$ cat config.mk
export PLATFORM = sky130hd
export DESIGN_NAME = lazy_prefetch_ctrl
export DESIGN_NICKNAME = d
export VERILOG_FILES = /design/src/rtl/lpc_pkg.sv /design/src/rtl/lpc_bank_table.sv /design/src/rtl/lpc_target_select.sv /design/src/rtl/lpc_cmd_seq.sv /design/src/rtl/lazy_prefetch_ctrl.sv
export SDC_FILE = /design/constraint.sdc
export NUM_CORES = 1
export LEC_CHECK = 0
export BUFFER_PORTS_ARGS = -buffer_cell sky130_fd_sc_hd__buf_4
export CAP_MARGIN = 20
export CORE_MARGIN = 2
export CORE_UTILIZATION = 30
export CTS_BUF_LIST = sky130_fd_sc_hd__clkbuf_8
export CTS_CLUSTER_DIAMETER = 200
export DETAILED_ROUTE_END_ITERATION = 16
export GPL_ROUTABILITY_DRIVEN = 0
export GPL_TIMING_DRIVEN = 0
export PLACE_DENSITY_LB_ADDON = 0.05
export SLEW_MARGIN = 20
export SYNTH_ARGS = -nofsm -noshare
export SYNTH_HDL_FRONTEND = slang
export SYNTH_HIERARCHICAL = 1
export SYNTH_SLANG_ARGS = --single-unit
$ cat constraint.sdc
create_clock -name clk -period 5.3 [get_ports clk]
set_input_delay 0.795 -clock clk [delete_from_list [all_inputs] [get_ports clk]]
set_output_delay 0.795 -clock clk [all_outputs]
set_load 0.02 [all_outputs]
$ cat src/rtl/lpc_pkg.sv
`timescale 1ns/1ps
// lpc_pkg: shared types for the look-ahead row opener.
// Assumes: nothing beyond IEEE 1800-2017.
package lpc_pkg;
    typedef enum logic [1:0] {
        SEQ_IDLE = 2'd0,
        SEQ_PRE  = 2'd1,
        SEQ_WAIT = 2'd2,
        SEQ_ACT  = 2'd3
    } seq_state_e;

    localparam logic QSEL_READ  = 1'b0;
    localparam logic QSEL_WRITE = 1'b1;
endpackage

$ cat src/rtl/lpc_bank_table.sv
`timescale 1ns/1ps
// lpc_bank_table: per-bank open flag and open row.
// Assumes: close and activate never fall in the same cycle as a mark
// from an accepted request (the sequencer is busy whenever it commands).
module lpc_bank_table #(
    parameter int NUM_BANKS = 4,
    parameter int ROW_W     = 12,
    localparam int BANK_W   = $clog2(NUM_BANKS)
) (
    input  logic                        clk,
    input  logic                        rst_n,
    input  logic                        pre_en,
    input  logic                        act_en,
    input  logic [BANK_W-1:0]           cmd_bank,
    input  logic [ROW_W-1:0]            cmd_row,
    input  logic                        mark_en,
    input  logic [BANK_W-1:0]           mark_bank,
    input  logic [ROW_W-1:0]            mark_row,
    output logic [NUM_BANKS-1:0]        open_vec,
    output logic [NUM_BANKS*ROW_W-1:0]  row_flat
);
    logic [NUM_BANKS-1:0] open_q;
    logic [ROW_W-1:0]     row_q [NUM_BANKS];

    // Update one entry per bank from commands and accepted requests.
    for (genvar b = 0; b < NUM_BANKS; b++) begin : g_bank
        always_ff @(posedge clk) begin
            if (!rst_n) begin
                open_q[b] <= 1'b0;
                row_q[b]  <= '0;
            end else if (act_en && cmd_bank == BANK_W'(b)) begin
                open_q[b] <= 1'b1;
                row_q[b]  <= cmd_row;
            end else if (pre_en && cmd_bank == BANK_W'(b)) begin
                open_q[b] <= 1'b0;
            end else if (mark_en && mark_bank == BANK_W'(b)) begin
                open_q[b] <= 1'b1;
                row_q[b]  <= mark_row;
            end
        end
        assign row_flat[b*ROW_W +: ROW_W] = row_q[b];
    end

    assign open_vec = open_q;

    // an activate leaves its bank open with the activated row
    a_r8_act_opens: assert property (@(posedge clk) disable iff (!rst_n)
        act_en |=> (open_q[$past(cmd_bank)] && row_q[$past(cmd_bank)] == $past(cmd_row)));

    // a close leaves its bank closed
    a_r8_pre_closes: assert property (@(posedge clk) disable iff (!rst_n)
        pre_en |=> !open_q[$past(cmd_bank)]);

    // a close is only ever sent to a bank that holds a row
    a_r1_pre_only_open: assert property (@(posedge clk) disable iff (!rst_n)
        pre_en |-> open_q[cmd_bank]);
endmodule

$ cat src/rtl/lpc_target_select.sv
`timescale 1ns/1ps
// lpc_target_select: picks the look-ahead request and decides which
// commands it needs, from the queue heads and the bank table.
// Assumes: inputs are stable in the cycle the current request is accepted.
module lpc_target_select #(
    parameter int NUM_BANKS = 4,
    parameter int ROW_W     = 12,
    localparam int BANK_W   = $clog2(NUM_BANKS)
) (
    input  logic                        cur_queue,
    input  logic [BANK_W-1:0]           cur_bank,
    input  logic [ROW_W-1:0]            cur_row,
    input  logic                        cur_last,
    input  logic                        rd_v,
    input  logic [BANK_W-1:0]           rd_b,
    input  logic [ROW_W-1:0]            rd_r,
    input  logic                        wr_v,
    input  logic [BANK_W-1:0]           wr_b,
    input  logic [ROW_W-1:0]            wr_r,
    input  logic [NUM_BANKS-1:0]        open_vec,
    input  logic [NUM_BANKS*ROW_W-1:0]  row_flat,
    output logic                        need_cmd,
    output logic                        need_pre,
    output logic [BANK_W-1:0]           tgt_bank,
    output logic [ROW_W-1:0]            tgt_row
);
    import lpc_pkg::*;

    logic              same_v, oth_v;
    logic [BANK_W-1:0] same_b, oth_b;
    logic [ROW_W-1:0]  same_r, oth_r;
    logic              use_other, cand_v;
    logic [ROW_W-1:0]  latched_row;

    // Route the heads into same-queue and opposite-queue views.
    always_comb begin
        if (cur_queue == QSEL_WRITE) begin
            same_v = wr_v; same_b = wr_b; same_r = wr_r;
            oth_v  = rd_v; oth_b  = rd_b; oth_r  = rd_r;
        end else begin
            same_v = rd_v; same_b = rd_b; same_r = rd_r;
            oth_v  = wr_v; oth_b  = wr_b; oth_r  = wr_r;
        end
    end

    // Choose the candidate and classify it against the bank table.
    always_comb begin
        use_other = !same_v || cur_last ||
                    (same_b == cur_bank && same_r != cur_row);
        cand_v    = 1'b0;
        tgt_bank  = same_b;
        tgt_row   = same_r;
        if (use_other) begin
            cand_v   = oth_v && (oth_b != cur_bank);
            tgt_bank = oth_b;
            tgt_row  = oth_r;
        end else begin
            cand_v   = (same_b != cur_bank);
        end
        latched_row = row_flat[tgt_bank*ROW_W +: ROW_W];
        need_cmd = cand_v && !(open_vec[tgt_bank] && latched_row == tgt_row);
        need_pre = cand_v && open_vec[tgt_bank] && latched_row != tgt_row;
    end
endmodule

$ cat src/rtl/lpc_cmd_seq.sv
`timescale 1ns/1ps
// lpc_cmd_seq: issues an optional close and then an activate through a
// one-command-per-cycle slot, keeping T_RP cycles between the two.
// Assumes: start is only raised while idle; T_RP >= 1.
module lpc_cmd_seq #(
    parameter int NUM_BANKS = 4,
    parameter int ROW_W     = 12,
    parameter int T_RP      = 2,
    localparam int BANK_W   = $clog2(NUM_BANKS),
    localparam int CNT_W    = $clog2(T_RP + 1)
) (
    input  logic              clk,
    input  logic              rst_n,
    input  logic              start,
    input  logic              start_pre,
    input  logic [BANK_W-1:0] start_bank,
    input  logic [ROW_W-1:0]  start_row,
    output logic              cmd_pre,
    output logic              cmd_act,
    output logic [BANK_W-1:0] cmd_bank,
    output logic [ROW_W-1:0]  cmd_row,
    output logic              busy
);
    import lpc_pkg::*;

    seq_state_e        state_q;
    logic [CNT_W-1:0]  cnt_q;
    logic [BANK_W-1:0] bank_q;
    logic [ROW_W-1:0]  row_q;

    // Step through close, gap and activate for one look-ahead target.
    always_ff @(posedge clk) begin
        if (!rst_n) begin
            state_q <= SEQ_IDLE;
            cnt_q   <= '0;
            bank_q  <= '0;
            row_q   <= '0;
        end else begin
            case (state_q)
                SEQ_IDLE: if (start) begin
                    bank_q  <= start_bank;
                    row_q   <= start_row;
                    state_q <= start_pre ? SEQ_PRE : SEQ_ACT;
                end
                SEQ_PRE: begin
                    if (T_RP > 1) begin
                        cnt_q   <= CNT_W'(T_RP - 2);
                        state_q <= SEQ_WAIT;
                    end else begin
                        state_q <= SEQ_ACT;
                    end
                end
                SEQ_WAIT: begin
                    if (cnt_q == '0) state_q <= SEQ_ACT;
                    else             cnt_q   <= cnt_q - 1'b1;
                end
                default: state_q <= SEQ_IDLE;
            endcase
        end
    end

    assign cmd_pre  = (state_q == SEQ_PRE);
    assign cmd_act  = (state_q == SEQ_ACT);
    assign cmd_bank = bank_q;
    assign cmd_row  = row_q;
    assign busy     = (state_q != SEQ_IDLE);

    // a close is followed by a cycle that is still busy and not a close
    a_r4_pre_then_wait: assert property (@(posedge clk) disable iff (!rst_n)
        cmd_pre |=> (busy && !cmd_pre));

    // the sequence ends the cycle after its activate
    a_r9_act_ends: assert property (@(posedge clk) disable iff (!rst_n)
        cmd_act |=> !busy);

    // the target held by the sequencer does not move while busy
    a_r4_target_stable: assert property (@(posedge clk) disable iff (!rst_n)
        (busy && $past(busy)) |-> ($stable(bank_q) && $stable(row_q)));
endmodule

$ cat src/rtl/lazy_prefetch_ctrl.sv
`timescale 1ns/1ps
// lazy_prefetch_ctrl: look-ahead row opener for a multi-bank DRAM
// scheduler. Opens the row of the next likely request in another bank
// while the current burst runs; closes a bank only when that is needed.
// Assumes: the scheduler holds the next access while la_busy is high.
module lazy_prefetch_ctrl #(
    parameter int NUM_BANKS = 4,
    parameter int ROW_W     = 12,
    parameter int T_RP      = 2,
    localparam int BANK_W   = $clog2(NUM_BANKS)
) (
    input  logic                        clk,
    input  logic                        rst_n,
    input  logic                        cur_valid,
    input  logic                        cur_queue,
    input  logic [BANK_W-1:0]           cur_bank,
    input  logic [ROW_W-1:0]            cur_row,
    input  logic                        cur_last,
    input  logic                        rd_head_valid,
    input  logic [BANK_W-1:0]           rd_head_bank,
    input  logic [ROW_W-1:0]            rd_head_row,
    input  logic                        wr_head_valid,
    input  logic [BANK_W-1:0]           wr_head_bank,
    input  logic [ROW_W-1:0]            wr_head_row,
    output logic                        cmd_pre,
    output logic                        cmd_act,
    output logic [BANK_W-1:0]           cmd_bank,
    output logic [ROW_W-1:0]            cmd_row,
    output logic                        la_busy,
    output logic [NUM_BANKS-1:0]        bank_open,
    output logic [NUM_BANKS*ROW_W-1:0]  bank_row
);
    logic              accept;
    logic              need_cmd, need_pre;
    logic [BANK_W-1:0] tgt_bank;
    logic [ROW_W-1:0]  tgt_row;
    logic [BANK_W-1:0] acc_bank_q;

    assign accept = cur_valid && !la_busy;

    lpc_target_select #(.NUM_BANKS(NUM_BANKS), .ROW_W(ROW_W)) u_sel (
        .cur_queue (cur_queue),
        .cur_bank  (cur_bank),
        .cur_row   (cur_row),
        .cur_last  (cur_last),
        .rd_v      (rd_head_valid),
        .rd_b      (rd_head_bank),
        .rd_r      (rd_head_row),
        .wr_v      (wr_head_valid),
        .wr_b      (wr_head_bank),
        .wr_r      (wr_head_row),
        .open_vec  (bank_open),
        .row_flat  (bank_row),
        .need_cmd  (need_cmd),
        .need_pre  (need_pre),
        .tgt_bank  (tgt_bank),
        .tgt_row   (tgt_row)
    );

    lpc_cmd_seq #(.NUM_BANKS(NUM_BANKS), .ROW_W(ROW_W), .T_RP(T_RP)) u_seq (
        .clk        (clk),
        .rst_n      (rst_n),
        .start      (accept && need_cmd),
        .start_pre  (need_pre),
        .start_bank (tgt_bank),
        .start_row  (tgt_row),
        .cmd_pre    (cmd_pre),
        .cmd_act    (cmd_act),
        .cmd_bank   (cmd_bank),
        .cmd_row    (cmd_row),
        .busy       (la_busy)
    );

    lpc_bank_table #(.NUM_BANKS(NUM_BANKS), .ROW_W(ROW_W)) u_tbl (
        .clk       (clk),
        .rst_n     (rst_n),
        .pre_en    (cmd_pre),
        .act_en    (cmd_act),
        .cmd_bank  (cmd_bank),
        .cmd_row   (cmd_row),
        .mark_en   (accept),
        .mark_bank (cur_bank),
        .mark_row  (cur_row),
        .open_vec  (bank_open),
        .row_flat  (bank_row)
    );

    // Remember the bank of the burst in flight for the R7 check.
    always_ff @(posedge clk) begin
        if (!rst_n)      acc_bank_q <= '0;
        else if (accept) acc_bank_q <= cur_bank;
    end

    // look-ahead commands never hit the bank now transferring data
    a_r7_not_current: assert property (@(posedge clk) disable iff (!rst_n)
        (cmd_pre || cmd_act) |-> (cmd_bank != acc_bank_q));

    // at most one command per cycle in the slot
    a_r9_one_cmd: assert property (@(posedge clk) disable iff (!rst_n)
        !(cmd_pre && cmd_act));

    // a request offered while busy does not disturb the sequence
    a_r9_busy_holds: assert property (@(posedge clk) disable iff (!rst_n)
        (la_busy && cur_valid && !cmd_act) |=> la_busy);

    // reset leaves the slot empty
    a_r10_reset_idle: assert property (@(posedge clk)
        !rst_n |=> (!la_busy && !cmd_pre && !cmd_act && bank_open == '0));
endmodule

# After elaboration in Yosys (flattened, before gate mapping)
# Memories as Yosys holds them, arrays and structs flattened.
# Cells that the tools add are included.
# classes
n_addsub	1
multipliers	1
n_div	0
n_lt_le_gt_ge	1
eq_ne	18
n_shift	1
mux	70
bitwise	8
reduce_logical	38
# ops
cell	count
two-way mux 12 bit	11
two-way mux 1 bit	49
variable part select 48 x 7 -> 12 bit	1
!= test 12 bit	2
logical AND 1 bit	20
two-way mux 2 bit	7
== test 12 bit	1
== test 2 bit (second input constant)	6
nonzero test 3 bit	4
logical NOT 2 bit	4
bitwise OR 1 bit	8
== test 2 x 1 -> 1 bit (second input constant)	3
one-hot mux 2 bit (3 select lines)	1
AND reduction 2 bit	3
multiplier 2 x 2 -> 4 bit (second input constant)	1
!= test 2 x 1 -> 1 bit (second input constant)	2
!= test 2 bit	2
one-hot mux 2 bit (2 select lines)	1
nonzero test 2 bit	2
logical NOT 1 bit	3
< comparator 2 x 3 -> 1 bit (second input constant)	1
binary-select mux 1 bit (select 2 bit)	1
== test 2 bit	1
logical OR 1 bit	2
other kinds (2)	2
# word_totals
regBits	22
latch_bits	0
ram_bits	48
mem_bits_ro	0
inputBits	49
output_inout_bits	69
word_cells	147
mem_count	1
# memory_table
memory	depth	word_bits	read_ports	rd_ports_with_merged_regs	write_ports	line_no	source
u_tbl.row_q	4	12	4	0	4	lpc_bank_table.sv:23	logic [ROW_W-1:0] row_q [NUM_BANKS];

# Logic depth before layout (Yosys ltp)
# Gate-level depths: netlist (run 1).
# logic_depth
depth_word	14
depth_mapped	20
depth_no_buf	16

# Hierarchy
# The synthesis (run 1) kept the hierarchy.
# by_module_without_submodules
mod	instances	cells_per_inst	area_per_inst_um2	seq_area_each_um2
lpc_bank_table	1	173	2264.7	1521.5
lpc_target_select	1	173	1442.6	0.0
lpc_cmd_seq	1	100	804.5	360.3
lazy_prefetch_ctrl	1	2	15.0	0.0

# Least setup slack after synthesis (run 1)
# Ideal clock, no wire load.
# synth_timing
kind	input-to-reg
from	in cur_queue
to	reg u_seq.bank_q[0], in the netlist u_seq/cmd_bank[0]
setup_time_ps	72
t_arrival_ps	4190
required_ps	5228
slack_ps	1038
cell_stages	20
path_buffers	5
cell_sequence	buf_6 -> buf_6 -> mux2i_1 -> xnor2_1 -> nor4_2 -> nand2_1 -> or3_1 -> o211ai_1 -> buf_6 -> buf_12 -> mux2i_1 -> xnor2_1 -> nand3_1 -> a221oi_2 -> a41oi_1 -> and3b_1 -> nand2_1 -> clkbuf_1 -> nand2_1 -> a21oi_1
# synth_via
elab_chain_len	13
word_cells_on_any_way	28
cone_classes	1 x mul; 5 x eq/ne; 1 x shift; 11 x mux; 10 x reduce/logical
# synth_lines
element	line_no	source
start: declaration	lazy_prefetch_ctrl.sv:15	input logic cur_queue,
two-way mux 12 bit (tied with other cells)	lpc_target_select.sv:37	if (cur_queue == QSEL_WRITE) begin
!= test 12 bit (tied with other cells)	lpc_target_select.sv:49	(same_b == cur_bank && same_r != cur_row);
logical AND 1 bit or logical OR 1 bit (tied branches)	lpc_target_select.sv:49, lpc_target_select.sv:48	
logical OR 1 bit	lpc_target_select.sv:48	use_other = !same_v || cur_last ||
two-way mux 2 bit	lpc_target_select.sv:53	if (use_other) begin
multiplier 2 x 2 -> 4 bit	lpc_target_select.sv:60	latched_row = row_flat[tgt_bank*ROW_W +: ROW_W];
variable part select 48 x 7 -> 12 bit	lpc_target_select.sv:60	
== test 12 bit	lpc_target_select.sv:61	need_cmd = cand_v && !(open_vec[tgt_bank] && latched_row == tgt_row);
logical AND 1 bit	lpc_target_select.sv:61	
logical NOT 1 bit	lpc_target_select.sv:61	
logical AND 1 bit (*)	lpc_target_select.sv:61	
named net need_cmd	lazy_prefetch_ctrl.sv:34	logic need_cmd, need_pre;
logical AND 1 bit (*)	lazy_prefetch_ctrl.sv:63	.start (accept && need_cmd),
AND reduction 2 bit (no line) (*)	n/a	
end signal: assignment	lpc_cmd_seq.sv:41	bank_q <= start_bank;
end: declaration	lpc_cmd_seq.sv:28	logic [BANK_W-1:0] bank_q;
# The timed path passes the listed nets; every way through them passes the cells marked *. The select of a mux whose other input is x is not followed.
# A chain may end at the register's enable or synchronous reset.

# Worst setup path in the final report (run 1)
# layout_timing
from	in cur_queue
to	reg u_seq.row_q[11], in the netlist u_seq/cmd_row[11]
# layout_via
elab_chain_len	13
word_cells_on_any_way	28
cone_classes	1 x mul; 5 x eq/ne; 1 x shift; 11 x mux; 10 x reduce/logical
# layout_lines
element	line_no	source
two-way mux 12 bit (tied with other cells)	lpc_target_select.sv:37	
!= test 12 bit (tied with other cells)	lpc_target_select.sv:49	
logical AND 1 bit or logical OR 1 bit (tied branches)	lpc_target_select.sv:49, lpc_target_select.sv:48	
logical OR 1 bit	lpc_target_select.sv:48	
two-way mux 2 bit	lpc_target_select.sv:53	
multiplier 2 x 2 -> 4 bit	lpc_target_select.sv:60	
variable part select 48 x 7 -> 12 bit	lpc_target_select.sv:60	
== test 12 bit	lpc_target_select.sv:61	
logical AND 1 bit	lpc_target_select.sv:61	
logical NOT 1 bit	lpc_target_select.sv:61	
logical AND 1 bit (*)	lpc_target_select.sv:61	
named net need_cmd	lazy_prefetch_ctrl.sv:34	
logical AND 1 bit (*)	lazy_prefetch_ctrl.sv:63	
AND reduction 2 bit (no line) (*)	n/a	
end signal: assignment	lpc_cmd_seq.sv:42	row_q <= start_row;
end: declaration	lpc_cmd_seq.sv:29	logic [ROW_W-1:0] row_q;
# Marked as above.

==> results of run 1 <==
## stage by stage
| step | hold WS, ps | std cells | setup TNS, ps | instance area (µm²) |
|---|---|---|---|---|
| 2_1_floorplan | 443.7 | 448 | 0 | 4527 |
| 3_3_place_gp | 462.8 | 748 | -3288 | 5628 |
| 3_5_place_dp | 461.9 | 748 | -3412 | 5628 |
| 4_1_cts | 472.0 | 764 | 0 | 5796 |
| 5_1_grt | 498.4 | 763 | 0 | 5811 |
| 6_report | 473.7 | 763 | 0 | 5811 |
## worst max path at each step
stage	from	endpoint	slack [ps]	cells after the start
after global placement	cur_queue	u_seq/cmd_bank[1]	-330	18
after floorplan	cur_queue	u_seq/cmd_bank[0]	1040	20
final	cur_queue	u_seq/cmd_row[11]	320	18
after global routing	cur_queue	u_seq/cmd_row[1]	60	17
after CTS	cur_queue	u_seq/cmd_row[0]	30	18
after detailed placement	cur_queue	u_seq/cmd_row[4]	-340	18
## registers in the layout (all words and copies together), names as in the netlist
register,cells
u_seq/cnt_q,2
u_tbl/open_vec,4
u_seq/cmd_bank,2
u_seq/cmd_row,12
u_seq/state_q,2
u_tbl/row_q,48
## per-layer routing
| metal | wire length [µm] | share of wire |
|---|---|---|
| met2 | 7516 | 0.47 |
| met1 | 7069 | 0.44 |
| met3 | 1189 | 0.074 |
| met4 | 254 | 0.016 |
| met5 | 0 | 0 |
## area by class of cell
| cell class | instances | area share |
|---|---|---|
| Buffer | 23 | 0.03144 |
| Clock buffer | 9 | 0.02132 |
| Clock inverter | 7 | 0.007537 |
| Inverter | 17 | 0.01098 |
| Multi-Input combinational cell | 337 | 0.4154 |
| Sequential cell | 70 | 0.3239 |
| Tap cell | 184 | 0.03962 |
| Timing Repair Buffer | 116 | 0.1499 |
## timing repair
| action | 4_1_cts | 5_1_grt |
|---|---|---|
| hold buffers | 0 | 0 |
| endpoints found under the setup margin | 0 | 10 |
| buffers inserted | 0 | 0 |
| gates resized for setup | 0 | 5 |
## worst register-to-register path, delay by kind of cell, from the launching register on
kind | cells | cell delay [ps]
adders and majority gates | 1 | 260
AOI/OAI and AO/OA | 1 | 260
DFF | 1 | 360
buffers and inverters | 2 | 230
and+or+nand+nor | 3 | 1210
## cells by family after synthesis
| logic type | synth area share |
|---|---|
| buffers and inverters | 0.05527 |
| DFF | 0.4157 |
| muxes | 0.1388 |
| adders and majority gates | 0.01935 |
| and+or+nand+nor | 0.1371 |
| AOI/OAI and AO/OA | 0.1606 |
| xor gates and xnor gates | 0.07325 |
## where the power goes
group          internal, µW  leakage (µW)  switching [µW]  total, µW
clock                   167     0.0000901             212        379
combinational           296       0.00162             423        719
sequential              660      0.000680            53.3        713
## layout by cell type, fill, tap and decap left out, types with 3 or more instances in the layout
cell type,count
sky130_fd_sc_hd__nand3b_1,4
sky130_fd_sc_hd__xnor2_1,28
sky130_fd_sc_hd__nor2b_1,5
sky130_fd_sc_hd__o21ai_2,3
sky130_fd_sc_hd__nor2_1,6
sky130_fd_sc_hd__ha_1,7
sky130_fd_sc_hd__buf_4,122
sky130_fd_sc_hd__buf_2,8
sky130_fd_sc_hd__nand3_1,12
sky130_fd_sc_hd__dfxtp_1,22
sky130_fd_sc_hd__clkbuf_8,10
sky130_fd_sc_hd__clkinv_2,3
sky130_fd_sc_hd__inv_1,16
sky130_fd_sc_hd__nand2b_1,6
sky130_fd_sc_hd__o21ai_0,8
sky130_fd_sc_hd__mux2i_2,5
sky130_fd_sc_hd__edfxtp_1,48
sky130_fd_sc_hd__nand2_1,67
sky130_fd_sc_hd__buf_6,5
sky130_fd_sc_hd__a21boi_0,4
sky130_fd_sc_hd__a21oi_1,26
sky130_fd_sc_hd__xor2_1,8
sky130_fd_sc_hd__a221oi_1,6
sky130_fd_sc_hd__o22ai_1,49
sky130_fd_sc_hd__mux2i_1,51
sky130_fd_sc_hd__nor3_1,3
sky130_fd_sc_hd__and3b_1,3
==> flow_summary_export.csv, run 1 <==
group,metric,value,unit
detailed_routing,drtAntennaViolNets,0,
critical_path,r2r_cells,7,
layout,post_route_cells_drive_above_1_share,0.3040,
detailed_routing,detail_route.iter0.violations,206,
detailed_routing,postRouteWirelength,16030,µm
yosys,netlist_instances,448,
critical_path,cp.required,5520,ps
clock_network,insertion_delay,360,ps
placement,port_buffers,116,
floorplanning,core_region_area,0.01464,mm²
yosys,ys_top_cells_by_count,"sky130_fd_sc_hd__nand2_1 (67), sky130_fd_sc_hd__mux2i_1 (56), sky130_fd_sc_hd__o22ai_1 (49)",
layout,fillerInstances,1463,
hold_path,hold-path-cell-count,2,
placement,dp_hpwl,12630,µm
clock_network,cts.htree.levels,3,
global_route,grtUsageTotal,0.1943,
sta,grt_setup_unrepaired,"false",
run_status,outcome,"finished clean",
run,max_cap_viols,0,
layout,antenna_cells,0,
critical_path,maximum_single_stage_delay_on_the_critical_path,550,ps
global_route,grt_pass1_vias,3921,
critical_path,critPathBufInv,3,
sta,worst_clock_skew,8.796,ps
sta,final_period_minus_worst_setup_slack,4977,ps
global_route,met2_usage,0.3159,
detailed_routing,wl_per_cell,21.01,µm
sta,setup_slack,323.1,ps
pwr,static-leakage-power,0.002392,µW
critical_path,criticalPathCategory,"input port to register",
global_route,grt_antenna_before_repair,0,
layout,multi_input_area,0.002414,mm²
detailed_routing,routed-via-count,4052,
clock_network,clock_sinks,70,
yosys,synth.top_cells.by_area,"sky130_fd_sc_hd__edfxtp_1 (32%), sky130_fd_sc_hd__mux2i_1 (12%), sky130_fd_sc_hd__dfxtp_1 (9.7%)",
clock_network,clk_transition_reported_paths,70,ps
yosys,synth_cell_type_count,57,
critical_path,cp_data_arrival_time,5200,ps
floorplanning,die-height,126.8,µm
sta,worst-slew-pin-transition,795.9,ps
hold_path,worst_hold_path_type,"register to register",
yosys,synth_largest_type_area_fraction,0.3184,
yosys,synth.yosys.seq_area_share,0.4157,
yosys,synth_enable_flop_cells,48,
sta,final-hold-violation-count,0,
global_route,first_pass_grt_wire_length,23260,µm
clock_network,cts_tree,"built",
global_route,globalRouteMet3Util,0.02784,
yosys,yosys.cell_count.top_type,"sky130_fd_sc_hd__nand2_1",
detailed_routing,remaining_drc_errors,0,
global_route,busiest_layer_in_global_routing,"met2",
sta,maxClockFrequency,0.2009,GHz
global_route,global_route.usage.met1,0.2664,
yosys,synthFlopType,"sky130_fd_sc_hd__edfxtp_1",
yosys,synthesis.nets,504,
yosys,synth_warn,6,
layout,final_core_utilization,0.3968,
critical_path,cp_top_family,"simple AND/OR/NAND/NOR gates",
pwr,power_per_cell_area,311.6,mW/mm²
global_route,grt_overflow,0,
layout,sequential_cell_area,0.001882,mm²
yosys,yosys_register_bits,70,
yosys,synthArstFlopShare,0,
floorplanning,design.die.area,0.01609,mm²
detailed_routing,vias_per_inst,5.311,
critical_path,regToRegStartpoint,"u_seq/state_q[0]",
layout,area.growth.synth_to_final,28.36,%
yosys,synth_area_per_cell,10.10,µm²
sta,slew_viol_final,0,
floorplanning,initial_utilization,0.3091,
critical_path,critical_path.cell_chain,"buf_6, mux2i_1, xnor2_1, nor4_1, nand4_2, o21bai_2, xnor2_2, buf_4, mux2i_1, xnor2_1, a21oi_1, nor4b_2, a41oi_1, and3b_1, and2_0, buf_2, nand2_1, a21oi_1",
critical_path,critical_path.slowest_cell,"sky130_fd_sc_hd__nor4_1",
critical_path,crit_path_max_fanout,10,
hold_path,worstHoldEndpoint,"u_seq/cnt_q[1]",
sta,setup_violations,0,
sta,finalCritPeriodShare,0.9390,
critical_path,critical_path.reg2reg.endpoint,"u_tbl/row_q[0][0]",
pwr,peakVddDrop,0.1323,mV
yosys,yosys.area.top_type,"sky130_fd_sc_hd__edfxtp_1",
clock_network,tritoncts.num_buffers,9,
critical_path,critPathLaunchType,"input port",
critical_path,timing.reg2reg.setup_slack,2610,ps
clock_network,cts_root_buf,"sky130_fd_sc_hd__clkbuf_8",
yosys,synthesis.area,0.004527,mm²
hold_path,worstHoldStart,"u_seq/cnt_q[1]",
layout,layout.nets,630,
sta,timing.max_slew.rel_slack,0.4679,
floorplanning,die_width,126.8,µm
pwr,power.total,1811,µW
critical_path,worst_setup_path_end_kind,"register",
floorplanning,num_io_pins,118,
global_route,grt_max_degree,14,
clock_network,clk_path_buf_depth,2,
placement,dpl_worst_slack,-343.8,ps
detailed_routing,initial_drt_pass_iterations,5,
floorplanning,rows,44,
No activity file was read; power rests on OpenSTA's default activity.
==> inputs of run 2 (changes only) <==
--- a/config.mk
+++ b/config.mk
@@ -8,13 +8,13 @@
 export BUFFER_PORTS_ARGS = -buffer_cell sky130_fd_sc_hd__buf_4
 export CAP_MARGIN = 20
 export CORE_MARGIN = 2
-export CORE_UTILIZATION = 30
+export CORE_UTILIZATION = 55
 export CTS_BUF_LIST = sky130_fd_sc_hd__clkbuf_8
 export CTS_CLUSTER_DIAMETER = 200
 export DETAILED_ROUTE_END_ITERATION = 16
 export GPL_ROUTABILITY_DRIVEN = 0
 export GPL_TIMING_DRIVEN = 0
-export PLACE_DENSITY_LB_ADDON = 0.05
+export PLACE_DENSITY_LB_ADDON = 0.1
 export SLEW_MARGIN = 20
 export SYNTH_ARGS = -nofsm -noshare
 export SYNTH_HDL_FRONTEND = slang
==> run 2 against run 1 <==
Clock power grew 51%; first-iteration DRC count grew 120%; largest power group unchanged; utilization grew 32 points; hold slack gained 3.9 ps; largest cell class unchanged.
==> flow_summary_export.csv, run 2 (synthesis gave the netlist of run 1 again) <==
group,metric,value,unit
detailed_routing,remaining_drc_errors,0,
floorplanning,rows,33,
global_route,grt_overflow,0,
critical_path,critPathLaunchType,"input port",
sta,grt_setup_unrepaired,"false",
layout,area.growth.synth_to_final,27.92,%
sta,final-hold-violation-count,0,
clock_network,cts_root_buf,"sky130_fd_sc_hd__clkbuf_8",
layout,post_route_cells_drive_above_1_share,0.2971,
detailed_routing,drtAntennaViolNets,0,
sta,worst_clock_skew,20.94,ps
pwr,share_clk_of_total_power,0.287,
critical_path,crit_path_max_fanout,10,
sta,final_period_minus_worst_setup_slack,5067,ps
placement,port_buffers,116,
detailed_routing,detail_route.iter0.violations,445,
detailed_routing,vias_per_inst,6.137,
pwr,static-leakage-power,0.002438,µW
pwr,peakVddDrop,0.2568,mV
global_route,grtUsageTotal,0.3131,
clock_network,cts.htree.levels,3,
placement,dp_hpwl,10380,µm
critical_path,critical_path.reg2reg.endpoint,"u_tbl/row_q[0][0]",
global_route,grt_pass1_vias,3983,
floorplanning,die-height,94.72,µm
hold_path,worstHoldStart,"u_seq/cmd_row[6]",
clock_network,tritoncts.num_buffers,9,
sta,setup_violations,0,
critical_path,timing.reg2reg.setup_slack,2630,ps
pwr,sequential_share_of_power,0.356,
detailed_routing,routed-via-count,4198,
global_route,grt_antenna_before_repair,0,
clock_network,clock_sinks,70,
pwr,swShare,0.3419,
critical_path,cp_data_arrival_time,5280,ps
layout,antenna_cells,0,
run_status,outcome,"finished clean",
layout,sequential_cell_area,0.001882,mm²
pwr,power_per_cell_area,344.5,mW/mm²
detailed_routing,initial_drt_pass_iterations,5,
layout,multi_input_area,0.002397,mm²
sta,maxClockFrequency,0.1974,GHz
critical_path,critical_path_origin,"cur_queue",
sta,slew_viol_final,0,
hold_path,worst_hold_path_type,"register to register",
critical_path,criticalPathCategory,"input port to register",
global_route,grt_max_degree,14,
sta,worst-slew-pin-transition,824.8,ps
clock_network,cts_tree,"built",
layout,largest_register_ff_count,48,
pwr,p_switching,682.0,µW
pwr,power.total,1995,µW
run,max_cap_viols,0,
floorplanning,initial_utilization,0.5594,
sta,finalCritPeriodShare,0.9560,
pwr,combPwrFrac,0.357,
critical_path,worst_setup_path_end_kind,"register",
critical_path,r2r_cells,7,
floorplanning,num_io_pins,118,
clock_network,clk_transition_reported_paths,80,ps
floorplanning,design.die.area,0.008972,mm²
detailed_routing,wl_per_cell,20.73,µm
layout,layout.cells.most_common_list,"sky130_fd_sc_hd__buf_4 (122), sky130_fd_sc_hd__nand2_1 (66), sky130_fd_sc_hd__mux2i_1 (56)",
hold_path,hold-path-cell-count,2,
layout,layout.nets,630,
clock_network,insertion_delay,360,ps
floorplanning,core_region_area,0.008093,mm²
hold_path,worstHoldEndpoint,"u_seq/cmd_row[6]",
clock_network,clk_path_buf_depth,2,
critical_path,regToRegStartpoint,"u_seq/state_q[0]",
detailed_routing,postRouteWirelength,14180,µm
layout,final_common_cell,"sky130_fd_sc_hd__buf_4",
global_route,first_pass_grt_wire_length,20660,µm
pwr,cell_internal_power,1313,µW
sta,timing.setup.tns,0,ps
layout,largest_register,"u_tbl/row_q",
floorplanning,die_width,94.72,µm
critical_path,cp.required,5520,ps
sta,timing.max_slew.rel_slack,0.4486,
layout,fillerInstances,671,
==> run 2: repair_timing <==
| item | in CTS | in global routing |
|---|---|---|
| endpoints found under the setup margin | 0 | 10 |
| buffers inserted | 0 | 0 |
| gates resized for setup | 0 | 1 |
| hold buffers | 0 | 0 |
==> run 2: worst max path at each step <==
| stage | slack, ps | endpoint | depth (start not counted) |
|---|---|---|---|
| 3_5_place_dp | -240 | u_seq/cmd_row[2] | 18 |
| 5_1_grt | 60 | u_seq/cmd_bank[0] | 18 |
| 2_1_floorplan | 1040 | u_seq/cmd_bank[0] | 20 |
| 3_3_place_gp | -180 | u_seq/cmd_bank[1] | 18 |
| 6_report | 230 | u_seq/cmd_row[0] | 18 |
| 4_1_cts | 110 | u_seq/cmd_row[2] | 18 |
==> run 2: per-stage QoR <==
stage / instances / hold slack [ps] / utilization / cell area, µm² / setup slack [ps]
after floorplan: 448 / 443.7 / - / 4527 / 1038
after CTS: 685 / 480.6 / 0.7157 / 5792 / 112.4
after detailed placement: 669 / 471.2 / 0.6832 / 5529 / -244.5
after global placement: 669 / 456.1 / 0.6832 / 5529 / -177.1
after global routing: 684 / 500.2 / 0.7155 / 5791 / 60.11
final: 684 / 477.6 / 0.7155 / 5791 / 233.4
==> run 2: routing by layer <==
layer	vias up	GRT usage	part of all wire
li1	1914	-	-
met4	0	0.1606	0.038
met3	47	0.05587	0.11
met2	292	0.5213	0.48
met1	1945	0.3893	0.37
met5	-	0	0
==> run 2: cell type report <==
| cell class | count | area share |
|---|---|---|
| multi-input combinational | 337 | 0.4140 |
| sequential | 70 | 0.3250 |
| timing repair buffer | 116 | 0.1504 |
| buffer | 23 | 0.03155 |
| clock inverter | 7 | 0.02398 |
| tap | 105 | 0.02269 |
| clock buffer | 9 | 0.02139 |
| inverter | 17 | 0.01102 |
==> run 2: critical path, stage by stage <==
cell and delay (ps):
sky130_fd_sc_hd__buf_6 140, sky130_fd_sc_hd__mux2i_1 230, sky130_fd_sc_hd__xnor2_1 90, sky130_fd_sc_hd__nor4_1 590, sky130_fd_sc_hd__nand4_2 350, sky130_fd_sc_hd__o21bai_2 270, sky130_fd_sc_hd__xnor2_2 180, sky130_fd_sc_hd__buf_4 280
sky130_fd_sc_hd__mux2i_1 530, sky130_fd_sc_hd__xnor2_1 240, sky130_fd_sc_hd__a21oi_1 130, sky130_fd_sc_hd__nor4b_2 340, sky130_fd_sc_hd__a41oi_1 200, sky130_fd_sc_hd__and3b_1 260, sky130_fd_sc_hd__and2_0 250, sky130_fd_sc_hd__buf_2 240
sky130_fd_sc_hd__nand2_1 110, sky130_fd_sc_hd__a21oi_1 60
==> run 2: power groups by stage <==
stage	Sequential, µW	Combinational [µW]	Clock, µW
2_1_floorplan	785	383	0
3_3_place_gp	720	688	0
3_5_place_dp	722	701	0
4_1_cts	710	708	571
5_1_grt	719	756	590
6_report	710	712	572
==> inputs of run 3 (changes only) <==
--- a/config.mk
+++ b/config.mk
@@ -15,8 +15,6 @@
 export GPL_ROUTABILITY_DRIVEN = 0
 export GPL_TIMING_DRIVEN = 0
 export PLACE_DENSITY_LB_ADDON = 0.1
-export SLEW_MARGIN = 20
 export SYNTH_ARGS = -nofsm -noshare
 export SYNTH_HDL_FRONTEND = slang
-export SYNTH_HIERARCHICAL = 1
 export SYNTH_SLANG_ARGS = --single-unit
==> run 3 against run 2 <==
First-iteration DRC count rose by 6.3%; design area is 2.7% higher; via count is 12% higher; clock skew fell by 6.5 ps; combinational power up 3.5%; cell count increased by 2.8%; critical path depth is 1 lower; largest power group is now sequential cells; highest routed layer unchanged.
==> flow_summary_export.csv, run 3 <==
group,metric,value,unit
pwr,combPwrFrac,0.371,
yosys,yosys_register_bits,70,
placement,dpl_worst_slack,41.20,ps
run_status,outcome,"finished clean",
yosys,synth.yosys.seq_area_share,0.3978,
sta,timing.setup.tns,0,ps
sta,worst-slew-pin-transition,952.4,ps
floorplanning,initial_utilization,0.5729,
detailed_routing,detail_route.iter0.violations,473,
placement,port_buffers,114,
layout,antenna_cells,0,
run,max_cap_viols,0,
placement,dp_hpwl,11470,µm
detailed_routing,initial_drt_pass_iterations,8,
global_route,grt_pass1_vias,4527,
global_route,grt_overflow,0,
clock_network,postCtsSetupRepairBufs,0,
floorplanning,design.die.area,0.009360,mm²
layout,largest_register_ff_count,48,
yosys,synthesis.area,0.004731,mm²
yosys,synth_cell_type_count,55,
pwr,p_switching,765.0,µW
layout,layout.cells.most_common_list,"sky130_fd_sc_hd__buf_4 (114), sky130_fd_sc_hd__nand2_1 (48), sky130_fd_sc_hd__edfxtp_1 (48)",
critical_path,worst_setup_path_end_kind,"register",
sta,finalCritPeriodShare,0.9732,
clock_network,clk_transition_reported_paths,80,ps
sta,setup_slack,142.1,ps
clock_network,cts_hold_buffers,0,
yosys,synth.top_cells.by_area,"sky130_fd_sc_hd__edfxtp_1 (30%), sky130_fd_sc_hd__mux2i_1 (9.5%), sky130_fd_sc_hd__dfxtp_1 (9.3%)",
detailed_routing,drtAntennaViolNets,0,
critical_path,cp_data_arrival_time,5340,ps
sta,slew_viol_final,0,
floorplanning,num_io_pins,118,
yosys,netlist_instances,468,
critical_path,crit_path_max_fanout,10,
yosys,synthArstFlopShare,0,
clock_network,clock_sinks,70,
pwr,share_clk_of_total_power,0.257,
sta,timing.max_slew.rel_slack,0.3651,
layout,layout.nets,647,
sta,maxClockFrequency,0.1939,GHz
yosys,synth_largest_type_area_fraction,0.3047,
critical_path,critPathLaunchType,"input port",
layout,post_route_cells_drive_above_1_share,0.2676,
clock_network,tritoncts.num_buffers,9,
layout,final_common_cell,"sky130_fd_sc_hd__buf_4",
global_route,grtUsageTotal,0.3346,
yosys,ys_top_cells_by_count,"sky130_fd_sc_hd__edfxtp_1 (48), sky130_fd_sc_hd__nand2_1 (48), sky130_fd_sc_hd__mux2i_1 (45)",
layout,final_core_utilization,0.7200,
clock_network,cts_tree,"built",
detailed_routing,postRouteWirelength,16180,µm
sta,final_period_minus_worst_setup_slack,5158,ps
floorplanning,core_region_area,0.008258,mm²
yosys,synth_enable_flop_cells,48,
global_route,grt_antenna_before_repair,0,
global_route,grt_max_degree,15,
pwr,static-leakage-power,0.002404,µW
clock_network,cts-resized-gates,0,
detailed_routing,wl_per_cell,23.01,µm
clock_network,clk_path_buf_depth,2,
yosys,synth_area_per_cell,10.11,µm²
clock_network,cts_root_buf,"sky130_fd_sc_hd__clkbuf_8",
yosys,yosys.area.top_type,"sky130_fd_sc_hd__edfxtp_1",
clock_network,cts.htree.levels,3,
yosys,synthesis.nets,522,
layout,fillerInstances,632,
floorplanning,rows,33,
hold_path,worst_hold_path_type,"register to register",
pwr,swShare,0.3850,
pwr,peakVddDrop,0.1887,mV
clock_network,insertion_delay,360,ps
layout,area.growth.synth_to_final,25.68,%
pwr,sequential_share_of_power,0.372,
global_route,first_pass_grt_wire_length,24580,µm
detailed_routing,vias_per_inst,6.706,
floorplanning,die-height,96.75,µm
critical_path,criticalPathCategory,"input port to register",
critical_path,cp.required,5480,ps
floorplanning,die_width,96.75,µm
sta,setup_violations,0,
detailed_routing,routed-via-count,4714,
sta,final-hold-violation-count,0,
pwr,power_per_cell_area,334.2,mW/mm²
pwr,cell_internal_power,1222,µW
sta,grt_setup_unrepaired,"false",
sta,worst_clock_skew,14.48,ps
yosys,synthFlopType,"sky130_fd_sc_hd__edfxtp_1",
layout,largest_register,"u_tbl.row_q",
detailed_routing,remaining_drc_errors,0,
yosys,synth_warn,0,
[run 3: changes by cell type after synthesis, moves of 6 or more]
cell / delta
sky130_fd_sc_hd__a221o_1: +16
sky130_fd_sc_hd__mux2_2: +6
sky130_fd_sc_hd__mux2i_1: -11
sky130_fd_sc_hd__o22ai_1: -45
sky130_fd_sc_hd__a311oi_1: +11
sky130_fd_sc_hd__nand2_1: -19
sky130_fd_sc_hd__a21oi_1: +8
sky130_fd_sc_hd__a222oi_1: +8
sky130_fd_sc_hd__a22o_1: +37
sky130_fd_sc_hd__nor2b_1: +6
sky130_fd_sc_hd__buf_4: -6
sky130_fd_sc_hd__clkbuf_1: +16
sky130_fd_sc_hd__nor2_1: +11
[run 3: cell families after synthesis]
logic type | after synthesis | share of synthesized area
compound gates | 141 | 0.2327
simple gates | 121 | 0.1317
flops | 70 | 0.3978
mux | 54 | 0.1182
buf+inv | 43 | 0.04337
xor+xnor | 34 | 0.06295
fa+ha+maj | 5 | 0.01322
[run 3: power by group through the flow]
stage	Sequential, µW	Clock [µW]	Combinational, µW
after floorplan	799	0	385
after global placement	741	0	698
after detailed placement	745	0	717
after CTS	733	504	725
after global routing	746	529	780
final	739	511	737
[run 3: metal layers]
metal	up-vias	track usage	wire length, µm
met5	-	0	0
met1	2239	0.4213	6206
li1	2069	-	-
met2	356	0.5598	7669
met4	0	0.1040	445
met3	50	0.09321	1856
[run 3: final timing paths]
kind | startpoint | slack [ps] | endpoint | cells after the start
setup reg to reg | u_seq.state_q[1] | 2650 | u_tbl.row_q[2][11] | 9
hold reg to reg | u_tbl.open_vec[0] | 510 | u_tbl.open_vec[0] | 2
setup / recovery | cur_queue | 140 | u_seq.cmd_row[1] | 17
hold / removal | u_tbl.open_vec[0] | 510 | u_tbl.open_vec[0] | 2
[run 3: cell type report]
class	instances	area, µm²	area share
well taps	105	131.4	0.02210
flip-flops and latches	70	1882	0.3165
clock buffers	9	123.9	0.02083
multi-input cells	355	2644	0.4447
clock inverters	7	103.9	0.01747
repair buffers	114	855.8	0.1439
inverters	11	41.29	0.006944
plain buffers	32	163.9	0.02757
[run 3: critical path: stages]
cell,delay [ps]
sky130_fd_sc_hd__buf_6,160
sky130_fd_sc_hd__buf_6,210
sky130_fd_sc_hd__mux2i_1,390
sky130_fd_sc_hd__xnor2_1,150
sky130_fd_sc_hd__nor3_2,470
sky130_fd_sc_hd__nand4_2,300
sky130_fd_sc_hd__mux2i_1,260
sky130_fd_sc_hd__buf_2,340
sky130_fd_sc_hd__buf_2,410
sky130_fd_sc_hd__mux2_2,410
sky130_fd_sc_hd__nand2_1,130
sky130_fd_sc_hd__o2111ai_1,210
sky130_fd_sc_hd__o22ai_1,330
sky130_fd_sc_hd__nand4_2,260
sky130_fd_sc_hd__buf_6,230
sky130_fd_sc_hd__a21oi_1,180
sky130_fd_sc_hd__a311oi_1,80
[run 3: per-stage QoR]
stage               hold slack [ps]  std cells  total power (µW)  instance area [µm²]
finish                        513.1        703              1987                 5946
global route                  530.3        703              2055                 5946
detailed placement            499.5        687              1461                 5718
global placement              479.2        687              1439                 5718
floorplan                     465.4        468              1183                 4731
CTS                           512.2        703              1961                 5946
